**src/rtl/epx_pkg.sv**
```systemverilog
package epx_pkg;
  function automatic int unsigned max_u(input int unsigned a, input int unsigned b);
    return (a > b) ? a : b;
  endfunction

  function automatic int unsigned width_for(input int unsigned v);
    return (v < 2) ? 1 : $clog2(v + 1);
  endfunction
endpackage

```
**src/rtl/epx_run_counter.sv**
```systemverilog
module epx_run_counter #(
  parameter int unsigned SAT = 5,
  parameter int unsigned CW  = 3
) (
  input  logic          clk,
  input  logic          rst_n,
  input  logic          enable,
  input  logic          din,
  output logic          lvl_q,
  output logic [CW-1:0] run_q
);
  localparam logic [CW-1:0] SAT_V = CW'(SAT);
  localparam logic [CW-1:0] ONE_V = CW'(1);

  logic          lvl_d;
  logic [CW-1:0] run_d;

  always_comb begin
    lvl_d = lvl_q;
    run_d = run_q;
    if (!enable) begin
      lvl_d = 1'b0;
      run_d = SAT_V;
    end else if (din != lvl_q) begin
      lvl_d = din;
      run_d = ONE_V;
    end else if (run_q != SAT_V) begin
      run_d = run_q + ONE_V;
    end
  end

  always_ff @(posedge clk or negedge rst_n) begin
    if (!rst_n) begin
      lvl_q <= 1'b0;
      run_q <= SAT_V;
    end else begin
      lvl_q <= lvl_d;
      run_q <= run_d;
    end
  end
endmodule

```
**src/rtl/epx_strobe_gen.sv**
```systemverilog
module epx_strobe_gen #(
  parameter int unsigned ON_CYC  = 3,
  parameter int unsigned OFF_CYC = 4,
  parameter int unsigned CW      = 3
) (
  input  logic          enable,
  input  logic          lvl_q,
  input  logic [CW-1:0] run_q,
  output logic          set_stb,
  output logic          clr_stb
);
  localparam logic [CW-1:0] ON_V  = CW'(ON_CYC);
  localparam logic [CW-1:0] OFF_V = CW'(OFF_CYC);

  always_comb begin
    set_stb = enable &&  lvl_q && (run_q == ON_V);
    clr_stb = enable && !lvl_q && (run_q == OFF_V);
  end
endmodule

```
**src/rtl/epx_sr_latch.sv**
```systemverilog
module epx_sr_latch (
  input  logic clk,
  input  logic rst_n,
  input  logic enable,
  input  logic set_in,
  input  logic clr_in,
  output logic q
);
  logic q_d;

  always_comb begin
    q_d = q;
    if (!enable)     q_d = 1'b0;
    else if (clr_in) q_d = 1'b0;
    else if (set_in) q_d = 1'b1;
  end

  always_ff @(posedge clk or negedge rst_n) begin
    if (!rst_n) q <= 1'b0;
    else        q <= q_d;
  end
endmodule

```
**src/rtl/epx_edge_xfer.sv**
```systemverilog
module epx_edge_xfer #(
  parameter int unsigned ON_CYC  = 3,
  parameter int unsigned OFF_CYC = 4
) (
  input  logic clk,
  input  logic rst_n,
  input  logic enable,
  input  logic din,
  output logic dout,
  output logic set_stb,
  output logic clr_stb
);
  localparam int unsigned SAT = epx_pkg::max_u(ON_CYC, OFF_CYC) + 1;
  localparam int unsigned CW  = epx_pkg::width_for(SAT);

  logic          lvl_q;
  logic [CW-1:0] run_q;

  epx_run_counter #(.SAT(SAT), .CW(CW)) u_run (
    .clk(clk), .rst_n(rst_n), .enable(enable), .din(din),
    .lvl_q(lvl_q), .run_q(run_q)
  );

  epx_strobe_gen #(.ON_CYC(ON_CYC), .OFF_CYC(OFF_CYC), .CW(CW)) u_stb (
    .enable(enable), .lvl_q(lvl_q), .run_q(run_q),
    .set_stb(set_stb), .clr_stb(clr_stb)
  );

  epx_sr_latch u_latch (
    .clk(clk), .rst_n(rst_n), .enable(enable),
    .set_in(set_stb), .clr_in(clr_stb), .q(dout)
  );
endmodule

```
**config.mk**
```make
export PLATFORM = sky130hd
export DESIGN_NAME = epx_edge_xfer
export DESIGN_NICKNAME = d
export VERILOG_FILES = /design/src/rtl/epx_pkg.sv /design/src/rtl/epx_run_counter.sv /design/src/rtl/epx_strobe_gen.sv /design/src/rtl/epx_sr_latch.sv /design/src/rtl/epx_edge_xfer.sv
export SDC_FILE = /design/constraint.sdc
export NUM_CORES = 1
export LEC_CHECK = 0
export ABC_AREA = 1
export CAP_MARGIN = 20
export CORE_AREA = 3 3 40 42
export CTS_BUF_LIST = sky130_fd_sc_hd__clkbuf_4 sky130_fd_sc_hd__clkbuf_8 sky130_fd_sc_hd__clkbuf_16
export DETAILED_ROUTE_END_ITERATION = 7
export DIE_AREA = 0 0 43 45
export HOLD_SLACK_MARGIN = 0.1
export PLACE_DENSITY = 0.5
export SETUP_SLACK_MARGIN = 0.02
export SLEW_MARGIN = 20
export SYNTH_ARGS = -nofsm -noshare
export SYNTH_HDL_FRONTEND = slang
export SYNTH_SLANG_ARGS = --single-unit
```
**constraint.sdc**
```tcl
create_clock -name clk -period 2.4 [get_ports clk]
set_clock_uncertainty 0.05 [all_clocks]
set_input_delay 0.48 -clock clk [delete_from_list [all_inputs] [get_ports clk]]
set_output_delay 0.48 -clock clk [all_outputs]
set_load 0.03 [all_outputs]
```
==> After elaboration in Yosys (flattened, before gate mapping) <==
Index checks and enable logic that the tools add are counted.
{ "op_classes": {"n_addsub": 1, "n_mul": 0, "n_div": 0, "order_cmp": 0, "n_eq_ne": 7, "shifts": 0, "mux": 8, "bitwise_logic": 0, "n_reduce_logical": 5} }
{ "ops": {"columns": ["cell", "n"], "rows": [
  ["$mux W3", 3],
  ["$ne A3 B1 Y1 const B", 2],
  ["$mux W1", 5],
  ["$logic_and A1 B1 Y1", 4],
  ["$add A3 B1 Y3 const B", 1],
  ["$eq A3 B2 Y1 const B", 1],
  ["$eq A3 B3 Y1 const B", 1],
  ["$ne A3 B3 Y1 const B", 1],
  ["$ne A2 B1 Y1 const B", 1],
  ["$logic_not A1 Y1", 1],
  ["$ne A1 B1 Y1", 1]
]} }
{ "word_totals": {"ff_bits": 5, "latch_bits": 0, "ram_bits": 0, "mem_bits_ro": 0, "inputBits": 4, "out_inout_bits": 3, "wordCells": 24, "mem_count": 0} }

==> Depth between registers and ports, before layout <==
Gate-level depths: netlist (run 1).
{ "logic_depth": {"ltp_word": 5, "depth_mapped": 7, "depth_no_buf": 7} }

==> Cells and area by module <==
Synthesis (run 1) repeated with hierarchy kept, for this count alone.
{ "hier_totals": {"hier_cells": 49, "hier_area_um2": 330.3} }
{ "modules_own_cells": {"columns": ["mod", "n_inst", "cells_per_inst", "area_per_inst_um2", "seq_area_each_um2"], "rows": [
  ["epx_run_counter", 1, 35, 252.7, 102.6],
  ["epx_sr_latch", 1, 5, 40.0, 25.0],
  ["epx_strobe_gen", 1, 9, 37.5, 0.0]
]} }

==> Worst setup path before layout (run 1) <==
OpenSTA, ideal clock, no wires.
{ "synth_path": {"path_type": "reg-to-output", "from": "reg u_run.run_q[0]", "to": "out set_stb", "t_arrival_ps": 1073, "required_ps": 1870, "path_slack_ps": 797, "stages_incl_launch_ff": 5, "n_path_buf": 0, "cell_sequence": "dfstp_2 > ha_1 > ha_1 > nand3_1 > inv_1"} }
{ "synth_between": {"elab_chain_cells": 2} }
{ "synth_rtl": {"columns": ["item", "line_no", "text"], "rows": [
  ["from (decl)", "epx_run_counter.sv:10", "output logic [CW-1:0] run_q"],
  ["from (signal assigned)", "epx_run_counter.sv:38", "run_q <= run_d;"],
  ["$eq A3 B2 Y1", "epx_strobe_gen.sv:16", "set_stb = enable && lvl_q && (run_q == ON_V);"],
  ["$logic_and A1 B1 Y1", "epx_strobe_gen.sv:16", null],
  ["to (decl)", "epx_edge_xfer.sv:10", "output logic set_stb,"]
]} }
No other way between the ends.

==> Worst setup path in the final report (run 1) <==
{ "layout_path": {"from": "in enable", "to": "out clr_stb"} }
{ "layout_between": {"elab_chain_cells": 2} }
{ "layout_rtl": {"columns": ["item", "line_no", "text"], "rows": [
  ["from (decl)", "epx_edge_xfer.sv:7", "input logic enable,"],
  ["$logic_and A1 B1 Y1 (2 in a row)", "epx_strobe_gen.sv:17", "clr_stb = enable && !lvl_q && (run_q == OFF_V);"],
  ["to (decl)", "epx_edge_xfer.sv:11", "output logic clr_stb"]
]} }
No other way between the ends.

==> flow_metrics.py, run 1 <==
metrics = {
    "outcome": {
        "outcome": "finished clean",
    },
    "grt": {
        "grtUsageTotal_pct": 7.11,
        "grt_max_degree": 8,
        "overflow": 0,
        "antenna_found_initial": 0,
        "grt_pass1_vias": 234,
        "grt_pass1_wl_um": 938,
    },
    "clocking": {
        "cts.sinks": 5,
        "cts_setup_buffers": 0,
        "cts_tree": "done",
        "cts_hold_buf": 0,
        "cts-root-buf": "clkbuf_4",
        "cts_buffers": 3,
        "clock_path_buffers": 2,
        "cts_resized": 0,
        "path_clk_slew_ns": 0.04,
        "htreeDepth": 1,
        "clk-insertion-delay-late_ns": 0.23,
    },
    "synthesis": {
        "yosys.area_share.simple_pct": 29.2,
        "syn_area_sq_um": 304,
        "syn_nets": 48,
        "synth_compound_area_share_pct": 2.47,
        "yosys_warnings": 0,
        "synth_top_family_by_area": "simple AND/OR/NAND/NOR gates",
        "ys_seq_area_share_pct": 42.0,
        "ys_ff_latch": 5,
        "synth_fa_ha_area_share_pct": 16.5,
        "synth_mux_area_share_pct": 0,
        "ys_types": 9,
        "synth_xor_area_share_pct": 0,
        "syn_avg_cell_area_sq_um": 7.60,
        "syn_inst": 40,
    },
    "drt": {
        "final_antenna_net_count": 0,
        "wl_met2_um": 251,
        "dr.first_iter.drc_count": 4,
        "viasPerCell": 3.85,
        "routedWlPerCell_um": 8.00,
        "wl_um": 520,
        "vias": 250,
        "firstDrtPassIters": 3,
        "highest_layer": "met3",
        "drc": 0,
        "wl_met3_um": 36,
        "wl_met1_um": 231,
    },
    "sta": {
        "slew_viol_final": 0,
        "setup_viol": 0,
        "period_minus_slack_ns": 1.94,
        "relSlewSlack_pct": 79.7,
        "hold_viol": 0,
        "tightest_slew_ns": 0.303,
        "finalSetupTns_ns": 0,
        "fin_crit_sh_pct": 80.7,
        "fmax_mhz": 516,
        "rsz0062_at_grt": "false",
        "fin_ws_ns": 0.463,
    },
    "power_and_ir_drop": {
        "ir_worst_vdd_uv": 160,
        "p_per_area_nw_per_um2": 594,
        "clkPwrFrac_pct": 42.7,
        "p_leak_uw": 0.000239,
        "seq_power_share_pct": 40.3,
        "p_comb_share_pct": 17.0,
        "switching_power_uw": 58.5,
        "power.total_uw": 242,
        "p_sw_share_pct": 24.1,
        "intPower_uw": 184,
    },
    "worst_setup_path": {
        "reg2reg_setup_slack_ns": 1.16,
        "required_ns": 1.87,
        "startpoint_type": "input port",
        "crit_path_max_fanout": 7,
        "arrival_ns": 1.41,
        "rr_worst_depth": 6,
        "cp-end-kind": "primary output",
        "critPathKind": "input port to primary output",
    },
    "place": {
        "dp_hpwl_um": 457,
        "finalWeightedCongestion": 0.786,
        "dp_slack_ns": 0.455,
        "io_buffer_count": 6,
    },
    "finish": {
        "fin_nets": 59,
        "layout-drive-gt1-share_pct": 16.0,
        "final_common_cell": "nand2_1",
        "final_cell_mix": "nand2_1 (16), inv_1 (8), ha_1 (4), clkbuf_4 (4), clkdlybuf4s50_1 (4)",
        "num_antenna_cells": 0,
        "area_growth_pct": 34.2,
    },
    "hold_path": {
        "holdCritPathClass": "input port to async pin",
    },
    "floorplan": {
        "dieArea_sq_um": 1940,
        "chipHeight_um": 45,
        "core_sq_um": 1280,
        "rows": 13,
        "die_w_um": 43,
        "initial_utilization_pct": 23.7,
        "io-pin-count": 7,
    },
    "flow_run": {
        "maxCapViolCount": 0,
    },
}
==> through the flow <==
step	std cells	utilization [%]	cell area, sq um	hold slack [ns]
final	65	31.7	408	0.411
after global routing	65	31.7	408	0.423
after CTS	65	31.7	408	0.414
after detailed placement	61	29.4	378	0.517
after global placement	61	29.4	378	0.521
after floorplan	40	-	304	0.134
==> power groups by stage <==
| stage | registers [uW] | logic [uW] | clock network (uW) |
|---|---|---|---|
| 3_3_place_gp | 98.8 | 41.8 | 0 |
| 3_5_place_dp | 98.6 | 41.4 | 0 |
| 4_1_cts | 97.5 | 41.7 | 108 |
| 6_report | 97.5 | 41.2 | 103 |
| 5_1_grt | 98.6 | 50.4 | 111 |
| 2_1_floorplan | 97.8 | 27.2 | 0 |
==> metal layers <==
layer / vias to the layer above / GRT usage, %
met4: 0 / 5.42
met1: 105 / 8.80
met2: 4 / 8.98
met5: - / 0
met3: 0 / 3.98
li1: 141 / -
==> kinds of logic after synthesis <==
group                    after synthesis
AO/OA/AOI/OAI                          1
adder cells (fa/ha/maj)                4
flip-flops                             5
buffers and inverters                  8
AND/OR/NAND/NOR                       22
==> sequential cells by signal (all words and copies together) (netlist names) <==
register and count:
u_latch.q 1, u_run.run_q 3, u_run.lvl_q 1
==> worst max-delay path, cell delays in order <==
cell	delay [ns]
clkdlybuf4s50_1	0.58
nand2_1	0.10
nor2_1	0.09
buf_4	0.16
==> path summary, 6_finish.rpt <==
| kind | from | to |
|---|---|---|
| max | enable | clr_stb |
| min | rst_n | u_run.run_q[1]$_DFFE_PN0P_ |
| max reg2reg | u_run.run_q[0]$_DFFE_PN1P_ | u_run.run_q[1]$_DFFE_PN0P_ |
| min reg2reg | u_run.lvl_q$_DFFE_PN0P_ | u_latch.q$_DFFE_PN0P_ |
| max in group asynchronous | rst_n | u_run.run_q[2]$_DFFE_PN1P_ |
| min in group clk | u_run.lvl_q$_DFFE_PN0P_ | u_latch.q$_DFFE_PN0P_ |
==> synth_stat cells, drive strengths merged <==
cell | number | share of area [%]
nand2 | 16 | 20
inv | 8 | 9.9
ha | 4 | 16
dfrtp | 3 | 25
nand3 | 3 | 4.9
dfstp | 2 | 17
nor2 | 2 | 2.5
nand4 | 1 | 2.1
o21bai | 1 | 2.5
==> cell type report <==
type | count | area (sq um)
clock buffer | 4 | 30.0
fill | 142 | 877
inverter | 8 | 30.0
multi-input combinational | 27 | 146
sequential | 5 | 128
tap | 15 | 18.8
timing repair buffer | 6 | 55.1
No activity file was read; power rests on OpenSTA's default activity.
==> run 2: changes to the inputs <==
--- a/config.mk
+++ b/config.mk
@@ -12,7 +12,7 @@
 export DETAILED_ROUTE_END_ITERATION = 7
 export DIE_AREA = 0 0 43 45
 export HOLD_SLACK_MARGIN = 0.1
-export PLACE_DENSITY = 0.5
+export PLACE_DENSITY = 0.51
 export SETUP_SLACK_MARGIN = 0.02
 export SLEW_MARGIN = 20
 export SYNTH_ARGS = -nofsm -noshare
==> constraint.sdc (replaced) <==
create_clock -name clk -period 1.6 [get_ports clk]
set_clock_uncertainty 0.05 [all_clocks]
set_input_delay 0.32 -clock clk [delete_from_list [all_inputs] [get_ports clk]]
set_output_delay 0.32 -clock clk [all_outputs]
set_load 0.03 [all_outputs]
==> flow_metrics.py, run 2 (synthesized netlist as in run 1, its figures left out) <==
metrics = {
    "finish": {
        "layout-drive-gt1-share_pct": 44.1,
        "nFillCells": 136,
        "largestRegisters": "u_run.run_q (3), u_latch.q (1), u_run.lvl_q (1)",
        "multiInputGateArea_sq_um": 204,
        "fin_nets": 68,
        "largest_register_ffs": 3,
        "num_antenna_cells": 0,
        "largest-register": "u_run.run_q",
        "register_area_sq_um": 128,
        "area_growth_pct": 78.6,
        "final_area_sq_um": 543,
        "final_common_cell": "nand2_1",
        "final_cell_mix": "nand2_1 (14), buf_4 (8), inv_1 (6)",
    },
    "clocking": {
        "cts_buffers": 3,
        "htreeDepth": 1,
        "clk-insertion-delay-late_ns": 0.23,
        "path_clk_slew_ns": 0.04,
        "cts.sinks": 5,
        "cts_tree": "done",
        "cts_hold_buf": 0,
        "clock_path_buffers": 2,
        "cts-root-buf": "clkbuf_4",
    },
    "sta": {
        "slew_viol_final": 0,
        "setup_viol": 2,
        "finalSetupTns_ns": -0.0900,
        "period_minus_slack_ns": 1.67,
        "tightest_slew_ns": 0.305,
        "fmax_mhz": 598,
        "fin_ws_ns": -0.0722,
        "hold_viol": 0,
        "relSlewSlack_pct": 79.8,
        "rsz0062_at_grt": "true",
        "fin_crit_sh_pct": 105,
    },
    "outcome": {
        "outcome": "finished with violations",
        "violations": "setup timing",
    },
    "place": {
        "finalWeightedCongestion": 0.683,
        "place_area_sq_um": 385,
        "dp_hpwl_um": 477,
        "io_buffer_count": 6,
    },
    "power_and_ir_drop": {
        "p_comb_share_pct": 24.9,
        "power.total_uw": 409,
        "p_per_area_nw_per_um2": 753,
        "intPower_uw": 302,
        "p_sw_share_pct": 26.1,
        "clkPwrFrac_pct": 38.6,
        "p_leak_uw": 0.000287,
        "switching_power_uw": 107,
        "seq_power_share_pct": 36.5,
        "ir_worst_vdd_uv": 371,
    },
    "worst_setup_path": {
        "startpoint_type": "flip-flop",
        "cpMostUsedCell": "ha_4",
        "critPathKind": "flip-flop to primary output",
        "required_ns": 1.23,
        "cpPeakStageDelay_ns": 0.56,
        "crit_path_max_fanout": 3,
        "arrival_ns": 1.30,
        "crit_chain": "ha_4 > ha_4 > nand3_4 > inv_2 > buf_6",
        "cp-end-kind": "primary output",
        "cp_slowest_cell": "dfstp_2",
    },
    "drt": {
        "wl_um": 698,
        "drc": 0,
        "routedWlPerCell_um": 9.43,
        "firstDrtPassIters": 1,
        "viasPerCell": 4.08,
        "vias": 302,
        "dr.first_iter.drc_count": 0,
        "final_antenna_net_count": 0,
    },
    "grt": {
        "overflow": 0,
        "antenna_found_initial": 0,
        "grt_pass1_wl_um": 1230,
        "grt_pass1_vias": 307,
        "grtUsageTotal_pct": 9.03,
        "grt_max_degree": 6,
    },
    "floorplan": {
        "chipHeight_um": 45,
        "rows": 13,
        "io-pin-count": 7,
        "dieArea_sq_um": 1940,
        "die_w_um": 43,
        "core_sq_um": 1280,
        "initial_utilization_pct": 23.7,
    },
    "flow_run": {
        "maxCapViolCount": 0,
    },
    "hold_path": {
        "holdCritPathClass": "input port to async pin",
    },
}
run 2: area by class of cell:
cell class / count / area share [%]
clock buffers: 4 / 5.53
inverters: 8 / 5.53
multi-input cells: 27 / 37.6
flip-flops and latches: 5 / 23.5
well taps: 15 / 3.46
repair buffers: 15 / 24.4
run 2: per-layer routing:
metal	up-vias	global-route usage (%)	share of wire, %
met5	-	0	0
met1	138	10.2	41
met2	4	13.5	54
li1	158	-	-
met3	2	2.39	3.3
met4	0	9.04	1.1
run 2: metrics by stage:
stage | utilization [%] | setup slack, ns | hold WS, ns | std cells
2_1_floorplan | - | 0.157 | -0.0256 | 40
3_3_place_gp | 30.0 | 0.0875 | 0.497 | 62
3_5_place_dp | 30.0 | 0.0790 | 0.501 | 62
4_1_cts | 41.5 | -0.0795 | 0.252 | 75
5_1_grt | 42.3 | -0.132 | 0.257 | 74
6_report | 42.3 | -0.0722 | 0.254 | 74
run 2: worst paths after layout:
path                                       startpoint                    endpoint  slack [ns]  depth (start not counted)
max in group asynchronous                       rst_n  u_run.run_q[2]$_DFFE_PN1P_        1.00                          1
setup / recovery           u_run.run_q[0]$_DFFE_PN1P_                     set_stb       -0.07                          5
min in group clk           u_run.run_q[2]$_DFFE_PN1P_  u_run.run_q[0]$_DFFE_PN1P_        0.52                          2
hold reg to reg            u_run.run_q[2]$_DFFE_PN1P_  u_run.run_q[0]$_DFFE_PN1P_        0.52                          2
setup reg to reg           u_run.run_q[0]$_DFFE_PN1P_  u_run.run_q[0]$_DFFE_PN1P_        0.12                          8
hold / removal                                  rst_n  u_run.run_q[1]$_DFFE_PN0P_        0.25                          1
run 2: power by group through the flow:
stage	clock network [uW]	logic [uW]	registers [uW]
2_1_floorplan	0	40.8	147
3_3_place_gp	0	64.4	148
3_5_place_dp	0	64.2	148
4_1_cts	165	99.5	149
5_1_grt	175	114	151
6_report	158	102	149
run 2: worst max-delay path: cells and delay by family (launching register included):
family | cells | cell delay [ns]
DFF | 1 | 0.56
buffers and inverters | 2 | 0.18
and+or+nand+nor | 1 | 0.06
adders and majority gates | 2 | 0.27
run 2: timing repair:
item,CTS,global route
pin swaps,4,0
setup buffers,9,0
setup endpoints to repair,3,3
gates resized for setup,13,4
